### src/rtl/round_pkg.sv
package round_pkg;
    localparam int OUT_W     = 28;
    localparam int CODE_W    = 4;
    localparam int NUM_POS   = 12;
    localparam int TOP_POS   = 19;
    localparam int BASE_BITS = 8;
    localparam int WID_W     = $clog2(OUT_W + 1);

    typedef logic [OUT_W-1:0] word_t;

    typedef struct packed {
        logic              valid;
        word_t             word;
        word_t             mask;
        logic [WID_W-1:0]  width;
        logic              is_signed;
    } rnd_out_t;

    // unsigned result only for even-symmetric with unsigned data and coefficients
    function automatic logic result_signed(input logic even_sym, input logic data_uns,
                                           input logic coef_uns);
        return !(even_sym && data_uns && coef_uns);
    endfunction
endpackage

### src/rtl/round_decode.sv
module round_decode #(
    parameter int OUT_W     = round_pkg::OUT_W,
    parameter int CODE_W    = round_pkg::CODE_W,
    parameter int NUM_POS   = round_pkg::NUM_POS,
    parameter int TOP_POS   = round_pkg::TOP_POS,
    parameter int BASE_BITS = round_pkg::BASE_BITS,
    parameter int WID_W     = round_pkg::WID_W
) (
    input  logic [CODE_W-1:0] code,
    output logic [OUT_W-1:0]  addend,
    output logic [OUT_W-1:0]  mask,
    output logic [WID_W-1:0]  width
);
    localparam int LOW_POS = TOP_POS - NUM_POS + 1;

    logic reserved;
    assign reserved = ({1'b0, code} >= (CODE_W+1)'(NUM_POS));
    assign width    = reserved ? WID_W'(OUT_W) : WID_W'(BASE_BITS) + WID_W'(code);

    for (genvar b = 0; b < OUT_W; b++) begin : g_bit
        localparam int DIST = OUT_W - b;
        if (b <= TOP_POS && b >= LOW_POS) begin : g_pos
            assign addend[b] = (code == CODE_W'(TOP_POS - b));
        end else begin : g_none
            assign addend[b] = 1'b0;
        end
        assign mask[b] = (WID_W'(DIST) <= width);
    end
endmodule

### src/rtl/round_adder.sv
module round_adder #(
    parameter int OUT_W = round_pkg::OUT_W
) (
    input  logic [OUT_W-1:0] operand,
    input  logic [OUT_W-1:0] addend,
    output logic [OUT_W-1:0] result
);
    // modulo 2^OUT_W: the carry out of the top bit is discarded
    assign result = operand + addend;
endmodule

### src/rtl/round_stage.sv
module round_stage
    import round_pkg::*;
(
    input  logic                 clk,
    input  logic                 rst,
    input  logic                 in_valid,
    input  logic [OUT_W-1:0]     in_sum,
    input  logic [CODE_W-1:0]    in_code,
    input  logic                 in_even_sym,
    input  logic                 in_data_uns,
    input  logic                 in_coef_uns,
    output logic                 out_valid,
    output logic [OUT_W-1:0]     out_word,
    output logic [OUT_W-1:0]     out_mask,
    output logic [WID_W-1:0]     out_width,
    output logic                 out_signed
);
    word_t             addend, mask_d, rounded;
    logic [WID_W-1:0]  width_d;
    rnd_out_t          q;

    round_decode u_dec (
        .code   (in_code),
        .addend (addend),
        .mask   (mask_d),
        .width  (width_d)
    );

    round_adder u_add (
        .operand (in_sum),
        .addend  (addend),
        .result  (rounded)
    );

    always_ff @(posedge clk) begin
        if (rst) begin
            q <= '0;
        end else begin
            q.valid <= in_valid;
            if (in_valid) begin
                q.word      <= rounded;
                q.mask      <= mask_d;
                q.width     <= width_d;
                q.is_signed <= result_signed(in_even_sym, in_data_uns, in_coef_uns);
            end
        end
    end

    assign out_valid  = q.valid;
    assign out_word   = q.word;
    assign out_mask   = q.mask;
    assign out_width  = q.width;
    assign out_signed = q.is_signed;
endmodule

### config.mk
export PLATFORM = sky130hd
export DESIGN_NAME = round_stage
export DESIGN_NICKNAME = d
export VERILOG_FILES = /design/src/rtl/round_pkg.sv /design/src/rtl/round_decode.sv /design/src/rtl/round_adder.sv /design/src/rtl/round_stage.sv
export SDC_FILE = /design/constraint.sdc
export NUM_CORES = 1
export LEC_CHECK = 0
export BUFFER_PORTS_ARGS = -buffer_cell sky130_fd_sc_hd__buf_2
export CAP_MARGIN = 10
export CORE_MARGIN = 2
export CORE_UTILIZATION = 47
export CTS_BUF_LIST = sky130_fd_sc_hd__clkbuf_8
export CTS_CLUSTER_DIAMETER = 80
export DETAILED_ROUTE_END_ITERATION = 16
export GPL_ROUTABILITY_DRIVEN = 0
export PLACE_DENSITY = 0.79
export SLEW_MARGIN = 20
export SYNTH_ARGS = -nofsm -noshare
export SYNTH_HDL_FRONTEND = slang
export SYNTH_SLANG_ARGS = --single-unit
### constraint.sdc
create_clock -name clk -period 2.27 [get_ports clk]
set_input_delay 0.227 -clock clk [delete_from_list [all_inputs] [get_ports clk]]
set_output_delay 0.227 -clock clk [all_outputs]
set_load 0.05 [all_outputs]
==> results.toml <==
[sta]
holdWs_ns = 0.138
slew_violations = 0
period_share_pct = 92.0
worst_pin_slew_ns = 0.499
rsz0062_at_grt = "false"
clock.fmax_mhz = 479
max_slew_margin_pct = 66.8
fin_crit_ns = 2.09
hold_viol = 0
fin_worst_skew_ns = 0
setup-violations-final = 0
setup_ws_ns = 0.181

[route]
wl_um = 7030
ant_nets = 0
routedWlPerCell_um = 13.5
drc_errors = 0
drtIter0Drc = 147
vias = 2700
firstDrtPassIters = 4
viasPerCell = 5.19

[yosys]
async_reset_ff_share_pct = 0
netlist_area_um2 = 2860
synth_top_area_share_pct = 38.5
synth_seq_area_share_pct = 38.5
synth_seq_cells = 55
synth_nets = 383
synth_cells = 332
yosysUniqueCellTypes = 53
syn_area_per_cell_um2 = 8.62
synthFlopType = "dfxtp_1"
yosysMostFrequentCell = "nor2_1"
synth-edff-count = 0
synth_top_area_cell = "dfxtp_1"
synth_warnings = 0
ys_top_cells_by_area = "dfxtp_1 38%, nor2_1 8.1%, mux2i_1 6.3%"
synthTopCellsByCount = "62 x nor2_1, 55 x dfxtp_1, 20 x nand2b_1, 19 x nand2_1, 18 x mux2i_1"

[final_layout]
instances_no_fill = 520
nets = 495
syn_to_final_growth_pct = 29.5
diodes = 0
drive_above_1_share_pct = 35.5
design_area_um2 = 3710

[flow_run]
cap_violations = 0

[clock_network]
htree_levels = 2
cts_resized = 0
postCtsSetupBuffers = 0
clock_path_buffers = 2
clock-sinks = 55
clkLatencyLatePin_ns = 0.31
tritoncts = "yes"
holdBufCountCts = 0
root_buffer = "clkbuf_8"
path_clk_slew_ns = 0.11
cts_buffers = 5

[worst_setup_path]
worst_setup_path_start_kind = "primary input"
end_kind = "flop"
r2r-end = "out_word[27]"
r2r-start = "out_word[27]"
critPathRequiredTime_ns = 2.47
crit_type = "in2reg"
ff2ff_path_depth = 3
r2r_slack_ns = 1.27
crit_arrival_ns = 2.29
cp_max_fo = 6

[min_path]
holdPathEnd = "out_word[6]"
hold_class = "in2reg"
min_from = "in_sum[6]"
hold_depth = 3

[global_routing]
grt_overflow_total = 0
grt_pass1_wl_um = 11300
antenna_found_initial = 0
first_global_vias = 2423
track_usage_pct = 21.5
grt_max_degree = 50

[floorplan]
die_width_um = 82.0
io-pin-count = 101
row_count = 28
start_util_pct = 48.6
die_h_um = 82.0
core_area_um2 = 5890
die_area_um2 = 6730

[pwr]
ir_worst_vdd_v = 0.000524
p_per_area_nw_per_um2 = 625
p_leak_nw = 1.82

[place]
dp_hpwl_um = 5380
preCtsSetupSlack_ns = -0.161
dp_cells = 512
dpl_cell_area_um2 = 3610
portBuffers = 100

[run_status]
run_status = "complete, no violations"
worst max-delay path by stage:
stage / start / end / cells past startpoint
after floorplan: in_code[3] / out_word[22] / 11
after global placement: in_code[2] / out_word[22] / 11
after detailed placement: in_code[2] / out_word[26] / 11
after CTS: in_code[2] / out_word[26] / 11
after global routing: in_code[2] / out_word[26] / 11
final: in_code[2] / out_word[26] / 11
through the flow:
stage,util [%],total power [W],setup TNS (ns)
after floorplan,-,0.00157,-0.00462
after global placement,61.3,0.00175,-0.312
after detailed placement,61.3,0.00176,-0.711
after CTS,63.0,0.00233,0
after global routing,63.0,0.00243,0
final,63.0,0.00232,0
critical path, cell delays in order:
cell,delay (ns)
buf_2,0.11
nand2b_1,0.21
nor2_1,0.07
ha_1,0.21
fa_1,0.40
a21o_2,0.24
a31oi_4,0.20
o21ai_4,0.11
o2111ai_1,0.24
xor2_1,0.20
o21ai_1,0.08
kinds of logic (layout without fill, tap and decap cells):
family / after synthesis / count (layout) / synth area share, %
XOR/XNOR: 14 / 14 / 4.29
adder cells (fa/ha/maj): 13 / 13 / 5.95
buffers and inverters: 30 / 143 / 5.03
AO/OA/AOI/OAI: 72 / 72 / 18.7
AND/OR/NAND/NOR: 130 / 130 / 21.3
flip-flops: 55 / 55 / 38.5
multiplexers: 18 / 18 / 6.30
cell type report:
class	count	area, µm²
inverters	1	3.75
clock inverters	3	27.5
repair buffers	134	781
multi-input cells	247	1630
clock buffers	5	68.8
flip-flops and latches	55	1100
well taps	75	93.8
fillers	535	2180
power by group:
group	leakage [nW]	internal [W]	switching, W	total (W)
Sequential	0.456	0.00103	0.0000319	0.00106
Combinational	1.32	0.000214	0.000464	0.000677
Clock	0.0463	0.000227	0.000348	0.000576
cell usage in the layout, fill, tap and decap left out, drive strengths merged, types with 2 or more instances in the layout:
master / count
nand2: 19
o2111ai: 2
a211o: 3
ha: 12
o211ai: 5
o21a: 3
mux2i: 18
clkbuf: 5
dfxtp: 55
and3: 2
nor3: 10
o22ai: 4
a21o: 4
a21oi: 16
a211oi: 7
xor2: 9
o21ai: 16
nand4: 2
inv: 2
nand3: 7
xnor2: 5
nor2: 62
a31oi: 3
buf: 134
o31ai: 3
and2: 2
nand2b: 20
routing by layer:
metal / routed length [µm] / share of wire, % / global-route usage, %
met5: 0 / 0 / 0
met3: 435 / 6.2 / 5.60
met4: 94 / 1.3 / 5.50
met2: 3390 / 48 / 35.6
met1: 3110 / 44 / 27.7
state kept, by name, summed over array words and instances (netlist names):
name and flops:
out_word 28, out_mask 20, out_width 5, out_signed 1, out_valid 1
Power figures use the tool's default switching activity.
